<file path="src/rtl/accflag_pkg.sv">
package accflag_pkg;

    localparam int ACC_W  = 8;
    localparam int FLAG_W = 8;
    localparam int OP_W   = 3;

    typedef enum logic [OP_W-1:0] {
        OP_ROL_CIRC   = 3'd0,
        OP_ROL_CARRY  = 3'd1,
        OP_ROR_CIRC   = 3'd2,
        OP_ROR_CARRY  = 3'd3,
        OP_INVERT_ACC = 3'd4,
        OP_CARRY_SET  = 3'd5,
        OP_CARRY_FLIP = 3'd6,
        OP_NONE       = 3'd7
    } op_e;

    // Same bit layout as the ALU flag byte: MSB first.
    typedef struct packed {
        logic s;   // bit 7
        logic z;   // bit 6
        logic y;   // bit 5
        logic h;   // bit 4
        logic x;   // bit 3
        logic pv;  // bit 2
        logic n;   // bit 1
        logic c;   // bit 0
    } flags_t;

    typedef struct packed {
        logic [ACC_W-1:0] acc;
        flags_t           flg;
    } result_t;

    // The two copy bits follow bits 3 and 5 of the new accumulator.
    function automatic flags_t copy_bits(flags_t f, logic [ACC_W-1:0] a);
        flags_t r;
        r   = f;
        r.x = a[3];
        r.y = a[5];
        return r;
    endfunction

    function automatic logic is_rotate(op_e op);
        return (op == OP_ROL_CIRC) || (op == OP_ROL_CARRY) ||
               (op == OP_ROR_CIRC) || (op == OP_ROR_CARRY);
    endfunction

endpackage

</file>
<file path="src/rtl/accflag_rotator.sv">
module accflag_rotator
    import accflag_pkg::*;
(
    input  op_e              op,
    input  logic [ACC_W-1:0] acc_i,
    input  logic             carry_i,
    output logic [ACC_W-1:0] acc_o,
    output logic             carry_o
);

    logic             left;
    logic             through;
    logic             fill_bit;
    logic             out_bit;

    always_comb begin
        left    = (op == OP_ROL_CIRC) || (op == OP_ROL_CARRY);
        through = (op == OP_ROL_CARRY) || (op == OP_ROR_CARRY);
        out_bit = left ? acc_i[ACC_W-1] : acc_i[0];
        fill_bit = through ? carry_i : out_bit;
        if (left) begin
            acc_o = {acc_i[ACC_W-2:0], fill_bit};
        end else begin
            acc_o = {fill_bit, acc_i[ACC_W-1:1]};
        end
        carry_o = out_bit;
    end

endmodule

</file>
<file path="src/rtl/accflag_flagctl.sv">
module accflag_flagctl
    import accflag_pkg::*;
(
    input  op_e              op,
    input  logic [ACC_W-1:0] acc_i,
    input  flags_t           flg_i,
    input  logic [ACC_W-1:0] rot_acc,
    input  logic             rot_carry,
    output result_t          res_o
);

    always_comb begin
        res_o.acc = acc_i;
        res_o.flg = flg_i;
        if (is_rotate(op)) begin
            res_o.acc   = rot_acc;
            res_o.flg   = copy_bits(flg_i, rot_acc);
            res_o.flg.c = rot_carry;
            res_o.flg.n = 1'b0;
            res_o.flg.h = 1'b0;
        end else begin
            unique case (op)
                OP_INVERT_ACC: begin
                    res_o.acc   = ~acc_i;
                    res_o.flg   = copy_bits(flg_i, ~acc_i);
                    res_o.flg.n = 1'b1;
                    res_o.flg.h = 1'b1;
                end
                OP_CARRY_SET: begin
                    res_o.flg.c = 1'b1;
                    res_o.flg.n = 1'b0;
                    res_o.flg.h = 1'b0;
                end
                OP_CARRY_FLIP: begin
                    res_o.flg.c = ~flg_i.c;
                    res_o.flg.n = 1'b0;
                    res_o.flg.h = flg_i.c;
                end
                default: begin
                    res_o.acc = acc_i;
                    res_o.flg = flg_i;
                end
            endcase
        end
    end

endmodule

</file>
<file path="src/rtl/accflag_outreg.sv">
module accflag_outreg
    import accflag_pkg::*;
(
    input  logic    clk,
    input  logic    rst,
    input  logic    load,
    input  result_t d,
    output result_t q,
    output logic    vld
);

    always_ff @(posedge clk) begin
        if (rst) begin
            q   <= '0;
            vld <= 1'b0;
        end else begin
            vld <= load;
            if (load) begin
                q <= d;
            end
        end
    end

endmodule

</file>
<file path="src/rtl/accflag_unit.sv">
module accflag_unit
    import accflag_pkg::*;
(
    input  logic              clk,
    input  logic              rst,
    input  logic              op_valid,
    input  logic [OP_W-1:0]   op_sel,
    input  logic [ACC_W-1:0]  acc_in,
    input  logic [FLAG_W-1:0] flag_in,
    output logic [ACC_W-1:0]  acc_out,
    output logic [FLAG_W-1:0] flag_out,
    output logic              res_valid
);

    op_e              op;
    flags_t           flg;
    logic [ACC_W-1:0] rot_acc;
    logic             rot_carry;
    result_t          next_res;
    result_t          held_res;

    assign op  = op_e'(op_sel);
    assign flg = flags_t'(flag_in);

    accflag_rotator u_rot (
        .op      (op),
        .acc_i   (acc_in),
        .carry_i (flg.c),
        .acc_o   (rot_acc),
        .carry_o (rot_carry)
    );

    accflag_flagctl u_fc (
        .op        (op),
        .acc_i     (acc_in),
        .flg_i     (flg),
        .rot_acc   (rot_acc),
        .rot_carry (rot_carry),
        .res_o     (next_res)
    );

    accflag_outreg u_reg (
        .clk  (clk),
        .rst  (rst),
        .load (op_valid),
        .d    (next_res),
        .q    (held_res),
        .vld  (res_valid)
    );

    assign acc_out  = held_res.acc;
    assign flag_out = held_res.flg;

endmodule

</file>
<file path="config.mk">
export PLATFORM = sky130hd
export DESIGN_NAME = accflag_unit
export DESIGN_NICKNAME = d
export VERILOG_FILES = /design/src/rtl/accflag_pkg.sv /design/src/rtl/accflag_rotator.sv /design/src/rtl/accflag_flagctl.sv /design/src/rtl/accflag_outreg.sv /design/src/rtl/accflag_unit.sv
export SDC_FILE = /design/constraint.sdc
export NUM_CORES = 1
export LEC_CHECK = 0
export ABC_AREA = 1
export BUFFER_PORTS_ARGS = -buffer_cell sky130_fd_sc_hd__buf_2
export CAP_MARGIN = 20
export CORE_UTILIZATION = 25
export DETAILED_ROUTE_END_ITERATION = 8
export GPL_TIMING_DRIVEN = 0
export HOLD_SLACK_MARGIN = 0.1
export PLACE_DENSITY_LB_ADDON = 0.12
export SLEW_MARGIN = 25
export SYNTH_ARGS = -nofsm -noshare
export SYNTH_HDL_FRONTEND = slang
export SYNTH_SLANG_ARGS = --single-unit
</file>
<file path="constraint.sdc">
create_clock -name clk -period 0.9 [get_ports clk]
set_input_delay 0.135 -clock clk [delete_from_list [all_inputs] [get_ports clk]]
set_output_delay 0.135 -clock clk [all_outputs]
set_load 0.005 [all_outputs]
</file>
== Word level (Yosys, flattened, before mapping) ==
Index checks and enable logic that the tools add are counted.
W data, S select, Z words.

* Logic and storage cells: 31
* Memories: 0
* Bits in registers: 17
* Bits in read-only memories: 0
* RAM bits: 0
* Latch bits: 0

* Shift operators: 0
* Order comparisons: 0
* Reduce and logical (&&, ||, !) cells: 5
* Equality and inequality tests: 6
* Add/subtract/negate cells: 0
* Bitwise operators: 2
* Multipliers: 0
* Multiplexer cells: 8
* Divide/modulo/power cells: 0

{| class="wikitable"
|+ Operator list
! cell !! number
|-
| $mux W16 || 1
|-
| $mux W11 || 1
|-
| $eq A3 B3 Y1 const B || 3
|-
| $mux W8 || 1
|-
| $not A8 Y8 || 1
|-
| $eq A3 B2 Y1 const B || 2
|-
| $pmux W2 S3 || 1
|-
| $logic_or A1 B1 Y1 || 4
|-
| $eq A3 B1 Y1 const B || 1
|-
| $logic_not A3 Y1 || 1
|-
| $pmux W1 S3 || 1
|-
| $mux W1 || 2
|-
| $mux W2 || 1
|-
| $not A1 Y1 || 1
|}

== Depth between registers and ports, before layout ==
Gate-level depths: netlist of run 1.

* Depth in word-level cells: 6
* Mapped depth: 7

== Hierarchy ==
A second synthesis of run 1 with hierarchy kept.

* Cells, all modules: 217
* Area total of the unflattened synthesis: 1308.8 µm²

{| class="wikitable"
|+ By module, submodules not included
! module !! area each (µm²) !! sequential area each (µm²) !! times used !! cells each
|-
| accflag_outreg || 767.0 || 340.3 || 1 || 105
|-
| accflag_flagctl || 377.9 || 0.0 || 1 || 78
|-
| accflag_rotator || 163.9 || 0.0 || 1 || 34
|}

== Least setup slack after synthesis of run 1 ==
OpenSTA, ideal clock, no wires.

* Path kind: in2reg
* Start: input op_sel[1]
* End: register u_reg.q[10] (netlist bit)
* Setup slack: 0.012 ns
* Arrival: 0.778 ns
* Path buffers: 1
* Setup time: 0.110 ns
* Data required time: 0.790 ns
* Cell stages on the path: 7
* Cells stage by stage: nor2_2 nand2_2 buf_6 a21oi_1 o21ai_1 nand3_1 inv_1

* Word-level cells in the longest chain between the ends: 5
* Elaborated cells between the ends (all ways): 11
* Classes of those cells: eq/ne (4); mux (3); reduce/logical (4)

{| class="wikitable"
|+ RTL lines
! element !! RTL line !! RTL
|-
| start: declaration || accflag_unit.sv:7 || <nowiki>input logic [OP_W-1:0] op_sel,</nowiki>
|-
| $eq A3 B1 Y1 / $logic_not A3 Y1 (equally long branches) || accflag_pkg.sv:45, accflag_rotator.sv:17 ||
|-
| $logic_or A1 B1 Y1 || accflag_pkg.sv:45, accflag_rotator.sv:17 ||
|-
| $logic_or A1 B1 Y1 || accflag_pkg.sv:45 || <nowiki>return (op == OP_ROL_CIRC) || (op == OP_ROL_CARRY) ||</nowiki>
|-
| $logic_or A1 B1 Y1 || accflag_pkg.sv:46 || <nowiki>(op == OP_ROR_CIRC) || (op == OP_ROR_CARRY);</nowiki>
|-
| $mux W16 * || accflag_flagctl.sv:15 || <nowiki>if (is_rotate(op)) begin</nowiki>
|-
| end signal: assignment || accflag_outreg.sv:14 || <nowiki>q <= '0;</nowiki>
|-
| end signal: assignment || accflag_outreg.sv:19 || <nowiki>q <= d;</nowiki>
|-
| end: declaration || accflag_outreg.sv:8 || <nowiki>output result_t q,</nowiki>
|}

Every way passes the cells marked *; elsewhere a longest branch is shown, timed or not.
A chain may end at the register's enable or synchronous reset.

== Worst setup path in the final report of run 1 ==
* Start: register u_reg.q[10] (netlist bit)
* End: output acc_out[2]

{| class="wikitable"
|+ RTL lines
! element !! RTL line !! RTL
|-
| end: declaration || accflag_unit.sv:10 || <nowiki>output logic [ACC_W-1:0] acc_out,</nowiki>
|}

No word-level cell between the ends.

==> results of run 1 <==
per-stage QoR:
stage	utilization [%]	hold slack [ns]	cells	setup TNS [ns]
detailed placement	33.2	0.366	245	-3.45
finish	35.4	0.100	250	0
global route	35.4	0.102	250	-0.00985
CTS	34.4	0.101	249	0
floorplan	-	0.270	159	0
global placement	33.2	0.362	245	-2.98
state kept, by name, summed over array words and instances, names as in the netlist:
| name | count |
|---|---|
| u_reg.q | 16 |
| u_reg.vld | 1 |
per-layer routing:
| layer | vias up | GRT usage, % | share of wire, % |
|---|---|---|---|
| met5 | - | 0 | 0 |
| met4 | 0 | 5.83 | 1.5 |
| met3 | 4 | 1.79 | 5.2 |
| met2 | 32 | 22.2 | 44 |
| met1 | 475 | 20.2 | 50 |
| li1 | 595 | - | - |
cell families (layout without fill, tap and decap cells):
family / count (synthesis) / in the layout / share of synthesized area [%]
flip-flops: 17 / 17 / 35.0
AND/OR/NAND/NOR: 77 / 77 / 31.7
AO/OA/AOI/OAI: 40 / 40 / 21.9
buffers and inverters: 24 / 67 / 10.5
XOR/XNOR: 1 / 1 / 0.900
worst min-delay path by stage:
stage,cells after the start,startpoint,to
detailed placement,3,flag_in[6],u_reg.q[6]
floorplan,2,flag_in[2],u_reg.q[2]
CTS,3,flag_in[6],u_reg.q[6]
global route,3,flag_in[6],u_reg.q[6]
finish,3,flag_in[6],u_reg.q[6]
global placement,3,flag_in[6],u_reg.q[6]
final cells by class:
type / instances / area, um^2
Inverter: 18 / 67.6
Fill cell: 417 / 2380
Timing Repair Buffer: 39 / 198
Clock buffer: 3 / 41.3
Multi-Input combinational cell: 118 / 551
Clock inverter: 1 / 5.00
Sequential cell: 17 / 340
Buffer: 6 / 43.8
Tap cell: 48 / 60.1
Yosys cell counts:
master / instances
a21oi_1: 14
buf_2: 1
buf_4: 1
buf_6: 1
clkbuf_1: 3
dfxtp_1: 17
inv_1: 17
inv_2: 1
nand2_1: 41
nand2_2: 1
nand3_1: 8
nand4_1: 1
nor2_1: 24
nor2_2: 2
o211ai_1: 4
o21ai_0: 18
o21ai_1: 3
o21bai_1: 1
xnor2_1: 1
power by group through the flow:
stage	clock [W]	combinational [W]	sequential, W
3_5_place_dp	0	0.000387	0.000847
4_1_cts	0.000612	0.000389	0.000829
5_1_grt	0.000635	0.000467	0.000834
3_3_place_gp	0	0.000385	0.000843
6_report	0.000590	0.000406	0.000829
2_1_floorplan	0	0.000212	0.000851
what timing repair did:
action	4_1_cts	5_1_grt
buffers inserted	0	1
endpoints found under the setup margin	0	12
resized for setup	0	15
hold buffers	0	0
==> summary.txt, run 1 <==
Status
  • Status: complete, no violations

Yosys
  • Area leader, netlist: dfxtp_1
  • Synth top area share: 35.0%
  • Seq/Total Area, Yosys: 35.0%
  • Synth Register Bits: 17
  • Synth area leaders: dfxtp_1 (35%), nand2_1 (16%), o21ai_0 (9.3%)
  • Synth warn: 0
  • Synthesized Nets: 181
  • Syn Inst Count: 159
  • Mean Syn Cell Area: 6.12 um^2
  • Yosys cell types: 19
  • Mapped cell area: 973 um^2

STA
  • Fin crit share: 95.8%
  • Fin crit period: 0.862 ns
  • Max Slew Vio Count: 0
  • Final worst slack: 0.0375 ns
  • Final setup vio count: 0
  • Clock Skews: 0 ns
  • Worst-Margin Slew: 0.493 ns
  • Hold Vio Cnt, Final: 0
  • Maximum clock frequency: 1.16 GHz
  • Slew headroom: 67.2%

Worst setup path
  • CP max FO: 2
  • R2r setup slk: 0.16 ns
  • WP depth: 1
  • Bufs and invs on worst path: 1
  • CP peak stage delay: 0.35 ns
  • R2R Path Start: u_reg.q[11]
  • Critical path class: flip-flop to output pin
  • Startpoint Class: flip-flop
  • Crit path required time: 0.76 ns
  • Reg-to-reg endpoint: u_reg.q[11]
  • Setup crit end: acc_out[2]
  • Worst Setup SP: u_reg.q[10]
  • CP max-delay cell: dfxtp_1
  • Top Family by Delay on Critical Path: flip-flops
  • Reg2reg path depth: 4
  • Element type at the critical path end: output pin
  • Crit path DAT: 0.73 ns
  • Critical path cell sequence: buf_2

Drt
  • Routed WL: 2790 um
  • Via/cell ratio: 4.42
  • Avg WL per Cell: 11.1 um
  • Final ANT Viol Nets: 0
  • Initial DRC Count: 50
  • Via count: 1106
  • # DRC: 0
  • DRT Pass-1 Iters: 5

Power
  • Seq pwr share: 45.4%
  • Switching Share: 29.7%
  • Switching power of the nets: 0.000542 W
  • VDD IR max: 0.577 mV
  • Comb pwr share: 22.3%
  • Leakage power: 0.705 nW
  • PnR Total Power: 0.00182 W
  • Pwr Density: 1400 nW/um^2
  • Pint: 0.00128 W
  • Clock power share: 32.3%

Global route
  • Initial antenna violation count: 0
  • Gr ovfl total: 0
  • Number of global-route vias before repair: 986
  • Largest net degree at the start of global routing: 11
  • GRT Util Overall: 14.5%
  • First-pass GRT wire length: 4580 um

Clock network
  • CTS buffer count: 3
  • CTS Buffer Depth: 2
  • H-tree depth: 1
  • TritonCTS clock tree: built
  • CTS sink cnt: 17
  • Clk Latency, worst-skew pair: 0.25 ns
  • Reg clk slew, reported paths: 0.07 ns
  • CTS Root Cell: clkbuf_8

Floorplanning
  • Die Span X: 64.4 um
  • Die Ht: 64.4 um
  • I/O pins: 39
  • Initial Util: 26.4%
  • Std cell rows: 22
  • Core area: 3690 um^2
  • Die area: 4150 um^2

Place
  • HPWL Detailed: 2090 um
  • Final weighted congestion in routability-driven placement: 0.799
  • IO buf count: 38
  • Worst slack, placed: -0.282 ns
  • Dpl cell area: 1220 um^2

Cells and area
  • Final net count: 225
  • Most common cell after layout, fill and taps aside: nand2_1
  • ANT cells: 0
  • Commonest non-fill, non-tap cells in the layout: nand2_1 (40), buf_2 (38), nor2_1 (23), dfxtp_1 (17)
  • Final cell area excluding filler cells: 1310 um^2
  • Layout area overhead: 34.2%
  • Share of cells above drive strength 1: 27.2%

Run
  • Max_cap viols: 0

Worst hold path
  • Hold/Removal Path Class: primary input to flip-flop
No activity file was read; power rests on OpenSTA's default activity.
==> run 2: changes to the inputs <==
Settings changed: BUFFER_PORTS_ARGS -buffer_cell sky130_fd_sc_hd__buf_2 to -buffer_cell sky130_fd_sc_hd__buf_4.
==> run 2 against run 1 <==
Setup slack better by 0.0090 ns; combinational power increased by 12%; clock skew stayed put; critical path depth increased by 5; non-clock buffer count unchanged; die area unchanged; via count is 1.3% higher; register-to-register slack improved by 0.02 ns; sequential cell count did not move; global-route usage down 0.46 points; hold slack better by 0.00074 ns; critical path type is now primary input to flip-flop; largest cell class unchanged; highest routed layer unchanged.
==> summary.txt, run 2 (synthesis results as in run 1) <==
Floorplanning
  • I/O pins: 39 (unchanged)
  • Std cell rows: 22 (unchanged)
  • Die Span X: 64.4 um (unchanged)
  • Initial Util: 26.4% (unchanged)
  • Die area: 4150 um^2 (unchanged)
  • Core area: 3690 um^2 (unchanged)
  • Die Ht: 64.4 um (unchanged)

Worst setup path
  • Element type at the critical path end: flip-flop (was output pin)
  • Startpoint Class: primary input (was flip-flop)
  • Top Family by Delay on Critical Path: compound AO/OA/AOI/OAI gates (was flip-flops)
  • Crit path DAT: 0.98 ns (was 0.73 ns)
  • Crit path required time: 1.03 ns (was 0.76 ns)
  • Critical path cell sequence: buf_4 > buf_4 > o211ai_1 > nand2_1 > a21oi_1 > nor2_1 (was buf_2)
  • Bufs and invs on worst path: 2 (was 1)
  • Critical path class: primary input to flip-flop (was flip-flop to output pin)
  • CP max FO: 10 (was 2)
  • CP dominant cell by count: buf_4
  • WP depth: 6 (was 1)
  • CP peak stage delay: 0.27 ns (was 0.35 ns)
  • CP max-delay cell: o211ai_1 (was dfxtp_1)
  • Reg2reg path depth: 4 (unchanged)

Clock network
  • CTS buffer count: 3 (unchanged)
  • CTS sink cnt: 17 (unchanged)
  • TritonCTS clock tree: built (unchanged)
  • H-tree depth: 1 (unchanged)
  • Clk Latency, worst-skew pair: 0.25 ns (about the same)
  • Reg clk slew, reported paths: 0.08 ns (was 0.07 ns)
  • Post-CTS Setup Bufs: 0 (unchanged)
  • CTS Root Cell: clkbuf_8 (unchanged)
  • CTS Buffer Depth: 2 (unchanged)

Place
  • Final weighted congestion in routability-driven placement: 0.778 (was 0.799)
  • HPWL Detailed: 2130 um (was 2090 um)
  • Post-Place Cells: 245 (unchanged)
  • IO buf count: 38 (unchanged)

Drt
  • Via/cell ratio: 4.48 (was 4.42)
  • Routed WL: 2800 um (was 2790 um)
  • Via count: 1120 (was 1106)
  • Initial DRC Count: 33 (was 50)
  • Avg WL per Cell: 11.2 um (was 11.1 um)
  • # DRC: 0 (unchanged)
  • DRT Pass-1 Iters: 4 (was 5)
  • Final ANT Viol Nets: 0 (unchanged)

Global route
  • Gr ovfl total: 0 (unchanged)
  • GRT Util Overall: 14.0% (was 14.5%)
  • First-pass GRT wire length: 4510 um (was 4580 um)
  • Number of global-route vias before repair: 1002 (was 986)
  • Initial antenna violation count: 0 (unchanged)
  • Largest net degree at the start of global routing: 11 (unchanged)

Status
  • Status: complete, no violations (unchanged)

Worst hold path
  • Hold/Removal Path Class: primary input to flip-flop (unchanged)
  • Hold depth: 3 (unchanged)

STA
  • Slew headroom: 68.5% (was 67.2%)
  • Clock Skews: 0 ns (unchanged)
  • Hold Vio Cnt, Final: 0 (unchanged)
  • Fin crit share: 94.8% (was 95.8%)
  • Worst-Margin Slew: 0.472 ns (was 0.493 ns)
  • Max Slew Vio Count: 0 (unchanged)
  • WHS: 0.101 ns (was 0.100 ns)
  • Final setup vio count: 0 (unchanged)
  • Maximum clock frequency: 1.17 GHz (was 1.16 GHz)
  • Fin crit period: 0.854 ns (was 0.862 ns)
  • RSZ-0062 raised after global routing: true

Run
  • Max_cap viols: 0 (unchanged)

Cells and area
  • Final net count: 225 (unchanged)
  • Final cell count without fillers: 250 (unchanged)
  • Top reg by flops: u_reg.q (unchanged)
  • Max reg flops: 16 (unchanged)
  • Layout area overhead: 44.0% (was 34.2%)
  • Top flop regs: u_reg.q (16), u_reg.vld (1) (unchanged)
  • Fin util: 38.0% (was 35.4%)
  • ANT cells: 0 (unchanged)
  • Commonest non-fill, non-tap cells in the layout: buf_4 (40), nand2_1 (40), nor2_1 (23), o21ai_0 (18) (was nand2_1 (40), buf_2 (38), nor2_1 (23), dfxtp_1 (17))
  • Share of cells above drive strength 1: 26.7% (was 27.2%)

Power
  • VDD IR max: 0.343 mV (was 0.577 mV)
  • Leakage power: 0.725 nW (was 0.705 nW)
  • Pwr Density: 1340 nW/um^2 (was 1400 nW/um^2)
-- run 2: cell types whose count changed in the layout (fill, tap and decap cells not counted), moves of 2 or more --
cell	delta
buf_2	-38
a21oi_2	+2
o21ai_0	+2
o21ai_1	-2
buf_4	+38
a21oi_1	-2
-- run 2: path summary, 6_finish.rpt --
check / startpoint / endpoint / slack (ns)
min: flag_in[7] / u_reg.q[7] / 0.10
max reg2reg: u_reg.q[11] / u_reg.q[11] / 0.18
min reg2reg: u_reg.q[4] / u_reg.q[4] / 0.47
max: op_sel[1] / u_reg.q[3] / 0.05
-- run 2: through the flow --
stage                     total power, W  cell area [um^2]   TNS, ns  setup slack, ns
after floorplan                  0.00106               973         0           0.0120
after global placement           0.00129              1320     -3.28           -0.282
after detailed placement         0.00129              1320     -3.44           -0.287
after CTS                        0.00190              1380         0          0.00883
after global routing             0.00200              1400  -0.00513         -0.00513
final                            0.00188              1400         0           0.0465
-- run 2: area by class of cell --
type	count	area [um^2]
well taps	48	60.1
fillers	415	2290
plain buffers	6	38.8
clock inverters	1	5.00
inverters	18	67.6
flip-flops and latches	17	340
repair buffers	39	295
clock buffers	3	41.3
multi-input cells	118	553
-- run 2: report_power, final --
| part | internal (W) | switching (W) |
|---|---|---|
| Clock | 0.000307 | 0.000286 |
| Combinational | 0.000221 | 0.000235 |
| Sequential | 0.000805 | 0.0000248 |
| Total | 0.00133 | 0.000546 |
-- run 2: what timing repair did --
| item | CTS | global route |
|---|---|---|
| endpoints found under the hold margin | 1 | 0 |
| hold buffers | 1 | 0 |
| gates cloned | 0 | 0 |
| resized for setup | 2 | 7 |
| pin swaps | 0 | 2 |
| endpoints found under the setup margin | 3 | 7 |
-- run 2: layer usage --
metal	part of all wire [%]	GRT usage, %	wire length, um	vias to the layer above
li1	-	-	-	595
met1	48	18.6	1340	491
met2	45	22.9	1260	30
met3	5.7	1.79	158	4
met4	1.2	5.00	34	0
met5	0	0	0	-
-- run 2: tightest hold or removal path, cell delays in order --
cell and delay [ns]:
buf_4 0.08, nor2_1 0.03, nor2_1 0.08
